==> src/rtl/ltg_pkg.sv <==
// Shared constants and types for the low-transition pattern generator.
// Assumes a 36-bit register with taps at 36 and 25 and four bit groups.
package ltg_pkg;
    localparam int          LTG_W      = 36;
    localparam int          LTG_TAP_HI = 36;
    localparam int          LTG_TAP_LO = 25;
    localparam int          LTG_GROUPS = 4;
    localparam logic [35:0] LTG_SEED   = 36'h4A5AD296B;
    localparam int          LTG_PW     = $clog2(LTG_GROUPS + 1);
    typedef logic [LTG_PW-1:0] phase_t;
endpackage

==> src/rtl/ltg_lfsr_core.sv <==
// Fibonacci shift register with two XOR taps.
// Outputs the present state and its combinational successor.
// Assumes the tap pair gives a maximal-length sequence, so a non-zero
// state never reaches zero. A zero load value is replaced by SEED.
module ltg_lfsr_core #(
    parameter int          W      = 36,
    parameter int          TAP_HI = 36,
    parameter int          TAP_LO = 25,
    parameter logic [W-1:0] SEED  = 36'h4A5AD296B
) (
    input  logic         clk,
    input  logic         rst_n,
    input  logic         load,
    input  logic [W-1:0] load_val,
    input  logic         advance,
    output logic [W-1:0] state,
    output logic [W-1:0] succ
);
    logic feedback;

    // Feedback bit from the two taps.
    always_comb feedback = state[TAP_HI-1] ^ state[TAP_LO-1];

    // Next register value: shift left, feedback enters at bit 0.
    always_comb succ = {state[W-2:0], feedback};

    // State register: reset, seed load, or a one-step advance.
    always_ff @(posedge clk) begin
        if (!rst_n)
            state <= SEED;
        else if (load)
            state <= (load_val == '0) ? SEED : load_val;
        else if (advance)
            state <= succ;
    end


    state_nonzero_chk: assert property (@(posedge clk) disable iff (!rst_n)
        1'b1 |=> (state != '0));


    zero_seed_chk: assert property (@(posedge clk) disable iff (!rst_n)
        (load && load_val == '0) |=> (state == SEED));
endmodule

==> src/rtl/ltg_phase_seq.sv <==
// Phase counter for one register step: runs 0..GROUPS and wraps to 0.
// Raises wrap on the enabled edge that leaves the last phase.
// Assumes load takes priority over enable.
module ltg_phase_seq #(
    parameter int GROUPS = 4,
    localparam int PW    = $clog2(GROUPS + 1)
) (
    input  logic          clk,
    input  logic          rst_n,
    input  logic          enable,
    input  logic          load,
    output logic [PW-1:0] phase,
    output logic          wrap
);
    localparam logic [PW-1:0] LAST = PW'(GROUPS);

    // Wrap request on the final phase of an enabled, non-loading edge.
    always_comb wrap = enable && !load && (phase == LAST);

    // Phase register: cleared by reset or load, counted by enable.
    always_ff @(posedge clk) begin
        if (!rst_n || load)
            phase <= '0;
        else if (wrap)
            phase <= '0;
        else if (enable)
            phase <= phase + 1'b1;
    end


    phase_range_chk: assert property (@(posedge clk) disable iff (!rst_n)
        1'b1 |=> (phase <= LAST));


    phase_hold_chk: assert property (@(posedge clk) disable iff (!rst_n)
        (!enable && !load) |=> $stable(phase));


    load_phase_chk: assert property (@(posedge clk) disable iff (!rst_n)
        load |=> (phase == '0));
endmodule

==> src/rtl/ltg_blend.sv <==
// Per-bit selector between T1 and T2.
// Bit i takes T2 once the phase exceeds (i mod GROUPS).
// Purely combinational. Assumes phase <= GROUPS.
module ltg_blend #(
    parameter int W      = 36,
    parameter int GROUPS = 4,
    localparam int PW    = $clog2(GROUPS + 1)
) (
    input  logic [W-1:0]  t1,
    input  logic [W-1:0]  t2,
    input  logic [PW-1:0] phase,
    output logic [W-1:0]  mixed
);
    for (genvar i = 0; i < W; i++) begin : g_bit
        localparam logic [PW-1:0] GRP = PW'(i % GROUPS);
        // Select the source of this bit from its group and the phase.
        always_comb mixed[i] = (GRP < phase) ? t2[i] : t1[i];
    end
endmodule

==> src/rtl/ltg_lowtrans_tpg.sv <==
// Top of the low-transition pattern generator.
// Ties together the shift register, the phase sequencer and the blend mux,
// and registers the valid strobe.
// Assumes a synchronous active-low reset and one common clock.
module ltg_lowtrans_tpg #(
    parameter int           W      = ltg_pkg::LTG_W,
    parameter int           TAP_HI = ltg_pkg::LTG_TAP_HI,
    parameter int           TAP_LO = ltg_pkg::LTG_TAP_LO,
    parameter int           GROUPS = ltg_pkg::LTG_GROUPS,
    parameter logic [W-1:0] SEED   = ltg_pkg::LTG_SEED
) (
    input  logic         clk,
    input  logic         rst_n,
    input  logic         enable,
    input  logic         seed_load,
    input  logic [W-1:0] seed_value,
    output logic [W-1:0] pattern,
    output logic         pattern_valid,
    output logic         true_state
);
    localparam int PW = $clog2(GROUPS + 1);

    logic [W-1:0]  cur_state;
    logic [W-1:0]  nxt_state;
    logic [PW-1:0] phase;
    logic          step_wrap;
    logic [W-1:0]  grp_mask;

    ltg_lfsr_core #(.W(W), .TAP_HI(TAP_HI), .TAP_LO(TAP_LO), .SEED(SEED)) u_core (
        .clk(clk), .rst_n(rst_n), .load(seed_load), .load_val(seed_value),
        .advance(step_wrap), .state(cur_state), .succ(nxt_state)
    );

    ltg_phase_seq #(.GROUPS(GROUPS)) u_seq (
        .clk(clk), .rst_n(rst_n), .enable(enable), .load(seed_load),
        .phase(phase), .wrap(step_wrap)
    );

    ltg_blend #(.W(W), .GROUPS(GROUPS)) u_blend (
        .t1(cur_state), .t2(nxt_state), .phase(phase), .mixed(pattern)
    );

    // Flag the vectors that are genuine register states.
    always_comb true_state = (phase == '0);

    // Valid strobe trails the enable by one clock.
    always_ff @(posedge clk) begin
        if (!rst_n) pattern_valid <= 1'b0;
        else        pattern_valid <= enable;
    end

    // Bits allowed to change on the edge leaving the present phase.
    for (genvar i = 0; i < W; i++) begin : g_mask
        localparam logic [PW-1:0] GRP = PW'(i % GROUPS);
        always_comb grp_mask[i] = (GRP == phase);
    end


    group_step_chk: assert property (@(posedge clk) disable iff (!rst_n)
        (enable && !seed_load) |=> (((pattern ^ $past(pattern)) & ~$past(grp_mask)) == '0));


    pattern_hold_chk: assert property (@(posedge clk) disable iff (!rst_n)
        (!enable && !seed_load) |=> $stable(pattern));


    valid_rise_chk: assert property (@(posedge clk) disable iff (!rst_n)
        enable |=> pattern_valid);


    valid_fall_chk: assert property (@(posedge clk) disable iff (!rst_n)
        !enable |=> !pattern_valid);


    load_present_chk: assert property (@(posedge clk) disable iff (!rst_n)
        (seed_load && seed_value != '0) |=> (pattern == $past(seed_value) && true_state));
endmodule

==> config.mk <==
export PLATFORM = sky130hd
export DESIGN_NAME = ltg_lowtrans_tpg
export DESIGN_NICKNAME = d
export VERILOG_FILES = /design/src/rtl/ltg_pkg.sv /design/src/rtl/ltg_lfsr_core.sv /design/src/rtl/ltg_phase_seq.sv /design/src/rtl/ltg_blend.sv /design/src/rtl/ltg_lowtrans_tpg.sv
export SDC_FILE = /design/constraint.sdc
export NUM_CORES = 1
export LEC_CHECK = 0
export ABC_AREA = 1
export BUFFER_PORTS_ARGS = -buffer_cell sky130_fd_sc_hd__buf_2
export CAP_MARGIN = 0
export CORE_MARGIN = 4
export CORE_UTILIZATION = 30
export DETAILED_ROUTE_END_ITERATION = 6
export PLACE_DENSITY = 0.5
export RECOVER_POWER = 25
export SYNTH_ARGS = -nofsm -noshare
export SYNTH_HDL_FRONTEND = slang
export SYNTH_HIERARCHICAL = 1
export SYNTH_SLANG_ARGS = --single-unit
==> constraint.sdc <==
create_clock -name clk -period 1.8 [get_ports clk]
set_input_delay 0.18 -clock clk [delete_from_list [all_inputs] [get_ports clk]]
set_output_delay 0.18 -clock clk [all_outputs]
set_load 0.02 [all_outputs]
; ---- Yosys cells after proc, flatten, opt, wreduce, memory -nomap -nowiden
; Cells that the tools add are included.
[totals]
ff_bits = 40
inputBits = 40
out_inout_bits = 38
[op_classes]
addsub = 1
n_lt_le_gt_ge = 4
eq_ne = 1
muxes = 39
bitwise = 1
n_reduce_logical = 9
[ops]
columns = operator, count
row1 = two-way mux 36 bit, 3
row2 = zero test 36 bit, 1
row3 = two-way mux 1 bit, 36
row4 = "less-than comparator 1 x 3 -> 1 bit, first input constant", 2
row5 = "less-than comparator 2 x 3 -> 1 bit, first input constant", 2
row6 = "adder 3 x 1 -> 3 bit, second input constant", 1
row7 = "== test 3 bit, second input constant", 1
row8 = zero test 3 bit, 1
row9 = logical AND 1 bit, 2
row10 = zero test 1 bit, 2
row11 = nonzero test 2 bit, 1
row12 = OR reduction 2 bit, 1
row13 = logical OR 1 bit, 1
row14 = XOR 1 bit, 1

; ---- Logic depth before layout (Yosys ltp)
; Gate-level depths: netlist of the first run.
[depth]
ltp_word = 5
depth_mapped = 13

; ---- Hierarchy
; The synthesis of the first run kept the hierarchy.
[by_module_without_submodules]
columns = mod, instances, cells_each, area_per_inst_um2, seq_area_each_um2
row1 = ltg_lfsr_core, 1, 322, 2138.3, 720.7
row2 = ltg_blend, 1, 119, 553.0, 0.0
row3 = ltg_phase_seq, 1, 28, 186.4, 60.1
row4 = ltg_lowtrans_tpg, 1, 7, 45.0, 20.0

; ---- Worst setup path before layout of the first run
; OpenSTA, ideal clock, no wires.
[synth_timing]
path_type = flip-flop to flip-flop
startpoint = register u_seq.phase[0]
endpoint = register u_core.state[25]
setup_time_ns = 0.070
arrival_time_ns = 1.548
required_time_ns = 1.730
path_slack_ns = 0.182
stages_incl_launch_ff = 12
path_buffers = 2
period_less_slack_ns = 1.618
cell_sequence = dfxtp_1 > inv_1 > ha_1 > inv_1 > nor2_1 > nand2_2 > inv_1 > inv_1 > clkbuf_1 > buf_2 > o21ai_0 > a21oi_1
[synth_between]
elab_chain_cells = 3
[synth_lines]
columns = item, line_no
row1 = "start, declared", ltg_phase_seq.sv:12  ; output logic [PW-1:0] phase,
row2 = "start signal, assigned", ltg_phase_seq.sv:27  ; phase <= phase + 1'b1;
row3 = == test 3 bit, ltg_phase_seq.sv:18  ; always_comb wrap = enable && !load && (phase == LAST);
row4 = logical AND 1 bit, ltg_phase_seq.sv:18
row5 = net step_wrap, ltg_lowtrans_tpg.sv:26  ; logic step_wrap;
row6 = nonzero test 2 bit (no line), --
row7 = "end signal, assigned", ltg_lfsr_core.sv:32  ; state <= (load_val == '0) ? SEED : load_val;
row8 = "end signal, assigned", ltg_lfsr_core.sv:34  ; state <= succ;
row9 = "end, declared", ltg_lfsr_core.sv:16  ; output logic [W-1:0] state,
; The timed path passes the listed nets, and every way through them passes these cells.
; A chain may end at the register's enable or synchronous reset.

; ---- Worst setup path in the final report of the first run
[layout_timing]
startpoint = register u_seq.phase[2]
endpoint = output pattern[16]
[layout_between]
elab_chain_cells = 2
[layout_lines]
columns = item, line_no
row1 = less-than comparator 1 x 3 -> 1 bit, ltg_blend.sv:17  ; always_comb mixed[i] = (GRP < phase) ? t2[i] : t1[i];
row2 = two-way mux 1 bit, ltg_blend.sv:17
row3 = "end, declared", ltg_lowtrans_tpg.sv:17  ; output logic [W-1:0] pattern,
; No other way between the ends.

==> flow_summary_export.csv, run 1 <==
group,metric,value,unit
run_status,status,"complete, no violations",
timing,finalHoldViolations,0,
power_and_ir_drop,leakage,1.61,nW
power_and_ir_drop,pwr-share-comb,25.4,%
setup_path,worst-endpoint-arrival,1.51,ns
clock_network,cts.clk_slew.worst_paths,0.09,ns
die,die_h,107,um
setup_path,end_kind,"output port",
timing,skew,0.00995,ns
cells_and_area,postLayoutCoreUtil,34.5,%
routing,drcViolationCount,0,
setup_path,path_cells,"buf_6 -> nor2_4 -> nand2_2 -> nand2_1 -> nand2_1 -> buf_2",
setup_path,critPathKind,"reg2out",
clock_network,cts_buffer_depth,2,
routing,first_pass_iters,5,
placed_design,routabilityCongestion,0.815,
min_path,hold_path.class,"in2reg",
die,fp.coreArea,9370,um^2
die,core.rowCount,35,
clock_network,cts_tree,"built",
timing,max_freq,590,MHz
setup_path,cp.required,1.62,ns
synthesis,syn_nets,518,
timing,worstMarginPinSlew,0.965,ns
placed_design,port_buffers,77,
synthesis,postSynthCellCount,476,
global_route,grt_pass1_vias,2935,
timing,grt_setup_unrepaired,"false",
power_and_ir_drop,intPower,1.42,mW
timing,tns,0,ns
routing,routed_wl,9720,um
cells_and_area,final_common_cell,"nand2_1",
clock_network,post_cts_buffers,0,
synthesis,yosysWarnings,6,
power_and_ir_drop,p_clk_share,28.8,%
synthesis,avgSynthCellArea,6.14,um^2
power_and_ir_drop,power.density,680,nW/um^2
timing,fin_crit_sh,94.1,%
clock_network,htree_levels,2,
routing,wire_per_inst,15.0,um
power_and_ir_drop,switching_share,35.5,%
die,die-area,11400,um^2
routing,ant_nets,0,
routing,drt_iter0_markers,135,
power_and_ir_drop,pwr-share-seq,45.8,%
clock_network,cts_hold_buffers,0,
die,initial_core_util,31.2,%
global_route,track_usage,16.9,%
cells_and_area,diodes,0,
clock_network,clock_latency,0.30,ns
cells_and_area,nets,559,
clock_network,numCtsBuffers,5,
clock_network,cts_resized,0,
synthesis,synth_area,2920,um^2
power_and_ir_drop,p_sw,779,uW
cells_and_area,layout-drive-gt1-share,21.8,%
timing,finalSetupViolations,0,
global_route,grt_pass1_wl,15200,um
clock_network,clock-sinks,40,
synthesis,synth.distinct_cells,27,
global_route,overflow,0,
die,die_w,107,um
timing,maxSlewViolCount,0,
synthesis,ys_seq_area_share,27.4,%
run,drv_cap,0,
placed_design,dpl.hpwl,6840,um
setup_path,startpoint_type,"register",
setup_path,cpPeakStageDelay,0.37,ns
setup_path,crit_path_max_fanout,14,
clock_network,cts-root-buf,"clkbuf_8",
synthesis,ys_ff_latch,40,
global_route,grt_max_degree,26,
cells_and_area,area_growth,10.5,%
cells_and_area,layout_common_cells,"164 x nand2_1, 73 x nor2_1, 68 x buf_2",
setup_path,critPathSlowestCell,"dfxtp_1",
die,ioPinCount,78,
power_and_ir_drop,ir_worst_vdd,0.221,mV
timing,maxSlewHeadroom,35.7,%
routing,vias,3023,
setup_path,cp_common_cell,"nand2_1",
timing,fin_crit,1.69,ns
routing,vias_per_cell,4.67,
global_route,antenna_found_initial,0,
layout make-up:
class,instances,area (um^2)
Clock buffer,5,68.8
Clock inverter,3,18.8
Fill cell,1119,6140
Inverter,18,72.6
Multi-Input combinational cell,359,1590
Sequential cell,40,801
Tap cell,129,161
Timing Repair Buffer,93,514
path summary, 6_finish.rpt:
path / startpoint / endpoint / slack (ns) / cells past startpoint
worst min-delay path: seed_value[7] / u_core/state[7] / 0.12 / 3
worst max-delay path: u_seq/phase[2] / pattern[16] / 0.11 / 6
worst min register to register: u_core/state[6] / u_core/state[6] / 0.53 / 2
worst max register to register: u_seq/phase[1] / u_core/state[4] / 0.23 / 11
cells by family (layout without fill, tap and decap cells):
group / Yosys count / after routing / share of synthesized area, %
simple gates: 278 / 278 / 39.5
flops: 40 / 40 / 27.4
compound gates: 77 / 77 / 13.7
fa+ha+maj: 2 / 2 / 0.856
buf+inv: 77 / 119 / 18.0
xor+xnor: 2 / 2 / 0.599
cell usage after synthesis, drive strengths merged:
cell	instances	share of area [%]
a21oi	33	5.7
buf	52	14
clkbuf	7	1.6
clkinv	1	0.13
dfxtp	40	27
ha	2	0.86
inv	17	2.4
nand2	169	23
nand3	21	3.8
nand4	1	0.73
nor2	84	12
nor3	3	0.51
o21a	1	0.26
o21ai	40	6.8
o221ai	3	0.90
xnor2	2	0.60
stage by stage:
| step | std cells | setup WS (ns) | instance area [um^2] | power (mW) | hold WS, ns |
|---|---|---|---|---|---|
| floorplan | 476 | 0.182 | 2920 | 1.44 | 0.273 |
| global placement | 639 | 0.322 | 3150 | 1.59 | 0.438 |
| detailed placement | 639 | 0.295 | 3150 | 1.59 | 0.439 |
| CTS | 647 | 0.0202 | 3240 | 2.22 | 0.110 |
| global route | 647 | 0.0266 | 3230 | 2.32 | 0.129 |
| finish | 647 | 0.106 | 3230 | 2.20 | 0.120 |
critical path: cells and delay by family, from the launching register on:
kind	cells	cell delay, ns
buffers and inverters	2	0.37
flip-flops	1	0.37
AND/OR/NAND/NOR	4	0.46
registers in the layout (all words and copies together), names as in the netlist:
register       count
u_core/state      36
pattern_valid      1
u_seq/phase        3
layer usage:
metal	part of all wire [%]	routed length (um)	up-vias	global-route usage, %
met5	0	0	-	0
met4	1.1	106	0	4.20
met3	6.0	587	8	3.43
met2	48	4670	93	29.0
met1	45	4360	1370	21.6
li1	-	-	1552	-
power groups by stage:
stage	Clock, mW	Combinational, mW	Sequential [mW]
after floorplan	0	0.431	1.01
after global placement	0	0.561	1.03
after detailed placement	0	0.564	1.03
after CTS	0.646	0.567	1.01
after global routing	0.678	0.623	1.01
final	0.633	0.558	1.01
No activity file was read; power rests on OpenSTA's default activity.
==> run 2, diff against run 1 <==
--- a/config.mk
+++ b/config.mk
@@ -12,7 +12,7 @@
 export CORE_UTILIZATION = 30
 export DETAILED_ROUTE_END_ITERATION = 6
 export PLACE_DENSITY = 0.5
-export RECOVER_POWER = 25
+export SETUP_SLACK_MARGIN = 0.05
 export SYNTH_ARGS = -nofsm -noshare
 export SYNTH_HDL_FRONTEND = slang
 export SYNTH_HIERARCHICAL = 1
==> flow_summary_export.csv, run 2 (synthesis results as in run 1) <==
group,metric,value,unit
global_route,track_usage,16.8,%
setup_path,worst-endpoint-arrival,1.48,ns
power_and_ir_drop,pwr-share-comb,25.7,%
power_and_ir_drop,power.density,674,nW/um^2
cells_and_area,nets,559,
clock_network,cts_tree,"built",
clock_network,post_cts_buffers,0,
run_status,status,"complete, no violations",
timing,finalHoldViolations,0,
min_path,hold_path.class,"in2reg",
setup_path,cp.required,1.62,ns
timing,grt_setup_unrepaired,"false",
die,die_h,107,um
clock_network,clock_latency,0.30,ns
setup_path,path_buf_inv,3,
power_and_ir_drop,intPower,1.42,mW
power_and_ir_drop,leakage,1.65,nW
run,drv_cap,0,
timing,max_freq,603,MHz
min_path,min_from,"seed_value[7]",
placed_design,routabilityCongestion,0.815,
setup_path,crit_path_max_fanout,18,
min_path,min_to,"u_core/state[7]",
routing,first_pass_iters,5,
placed_design,placed_cells,639,
die,fp.coreArea,9370,um^2
timing,fin_crit,1.66,ns
setup_path,r2r-end,"u_core/state[29]",
cells_and_area,reg.largest.list,"u_core/state x36, u_seq/phase x3, pattern_valid x1",
power_and_ir_drop,p_clk_share,28.6,%
setup_path,end_kind,"output port",
routing,drcViolationCount,0,
timing,skew,0.0110,ns
die,die-area,11400,um^2
clock_network,clock-sinks,40,
setup_path,cpPeakStageDelay,0.34,ns
clock_network,cts_buffer_depth,2,
setup_path,timing.rr.start,"u_seq/phase[1]",
cells_and_area,final_common_cell,"nand2_1",
timing,tns,0,ns
routing,ant_nets,0,
setup_path,startpoint_type,"register",
cells_and_area,area_growth,11.7,%
setup_path,path_cells,"buf_8 -> nor2_4 -> buf_12 -> nand3_1 -> nand2_1 -> buf_2",
routing,routed_wl,9710,um
min_path,hold_depth,3,
clock_network,htree_levels,2,
power_and_ir_drop,switching_share,35.3,%
setup_path,reg2reg_slack,0.24,ns
timing,maxSlewViolCount,0,
setup_path,r2r.worst_path.cells,13,
timing,fin_crit_sh,92.1,%
setup_path,cp_top_family,"buffers and inverters",
die,core.rowCount,35,
setup_path,critPathSlowestCell,"dfxtp_1",
routing,wire_per_inst,15.0,um
die,ioPinCount,78,
routing,vias,3069,
cells_and_area,top_register,"u_core/state",
global_route,grt_pass1_wl,15200,um
die,die_w,107,um
power_and_ir_drop,p_sw,775,uW
global_route,overflow,0,
placed_design,dpl.hpwl,6840,um
global_route,grt_max_degree,26,
cells_and_area,layout-drive-gt1-share,23.9,%
placed_design,port_buffers,77,
clock_network,cts_hold_buffers,0,
cells_and_area,final_cells,647,
routing,vias_per_cell,4.74,
clock_network,cts.clk_slew.worst_paths,0.09,ns
cells_and_area,layout_common_cells,"163 x nand2_1, 77 x buf_2, 73 x nor2_1",
die,initial_core_util,31.2,%
clock_network,numCtsBuffers,5,
cells_and_area,largest_reg_flops,36,
timing,worstMarginPinSlew,0.344,ns
power_and_ir_drop,ir_worst_vdd,0.220,mV
global_route,antenna_found_initial,0,
routing,drt_iter0_markers,163,
clock_network,cts-root-buf,"clkbuf_8",
global_route,grt_pass1_vias,2932,
cells_and_area,diodes,0,
power_and_ir_drop,pwr-share-seq,45.7,%
setup_path,critPathKind,"reg2out",
timing,maxSlewHeadroom,77.0,%
timing,finalSetupViolations,0,
[run 2: cell type report]
class                      instances  area (um^2)
clock buffer                       5         68.8
clock inverter                     3         18.8
fill                            1112         6110
inverter                          18         72.6
multi-input combinational        359         1600
sequential                        40          801
tap                              129          161
timing repair buffer              93          542
[run 2: power groups by stage]
stage	Clock, mW	Sequential, mW	Combinational (mW)
3_3_place_gp	0	1.03	0.561
4_1_cts	0.646	1.01	0.569
6_report	0.629	1.01	0.565
2_1_floorplan	0	1.01	0.431
5_1_grt	0.674	1.01	0.629
3_5_place_dp	0	1.03	0.564
[run 2: worst max path at each step]
| stage | from | end | cells after the start |
|---|---|---|---|
| detailed placement | u_seq/phase[1] | u_core/state[29] | 13 |
| floorplan | u_seq/phase[0] | u_core/state[25] | 11 |
| global placement | u_seq/phase[1] | u_core/state[3] | 12 |
| global route | u_seq/phase[1] | pattern[2] | 6 |
| CTS | u_seq/phase[2] | pattern[16] | 6 |
| finish | u_seq/phase[2] | pattern[4] | 6 |
[run 2: per-layer routing]
metal	global-route usage, %	vias to the layer above	part of all wire, %
met4	4.84	0	1.5
met2	29.0	97	48
met1	21.6	1410	45
li1	-	1548	-
met3	2.83	14	5.7
met5	0	-	0
[run 2: worst reg2reg max path, cell delays in order (launching register included)]
cell and delay [ns]:
dfxtp_1 0.35, inv_1 0.07, ha_1 0.18, inv_1 0.05, nor2_1 0.04, nand2_2 0.06
inv_1 0.04, inv_1 0.07, nand2_2 0.07, inv_2 0.17, buf_12 0.19, nor2_1 0.06
nand2_1 0.06, nand2_1 0.05
[run 2: through the flow]
stage                     hold WS [ns]  area, um^2  total power [mW]  setup slack (ns)  utilization (%)
final                            0.121        3260              2.20             0.142             34.8
after global routing             0.131        3260              2.32            0.0570             34.8
after CTS                        0.110        3240              2.22            0.0535             34.6
after detailed placement         0.439        3150              1.59             0.295             33.6
after global placement           0.438        3150              1.59             0.322             33.6
after floorplan                  0.273        2920              1.44             0.182                -
[run 2: timing repair]
item / CTS / global route
pin swaps: 0 / 0
endpoints found under the setup margin: 7 / 27
resized for setup: 2 / 5
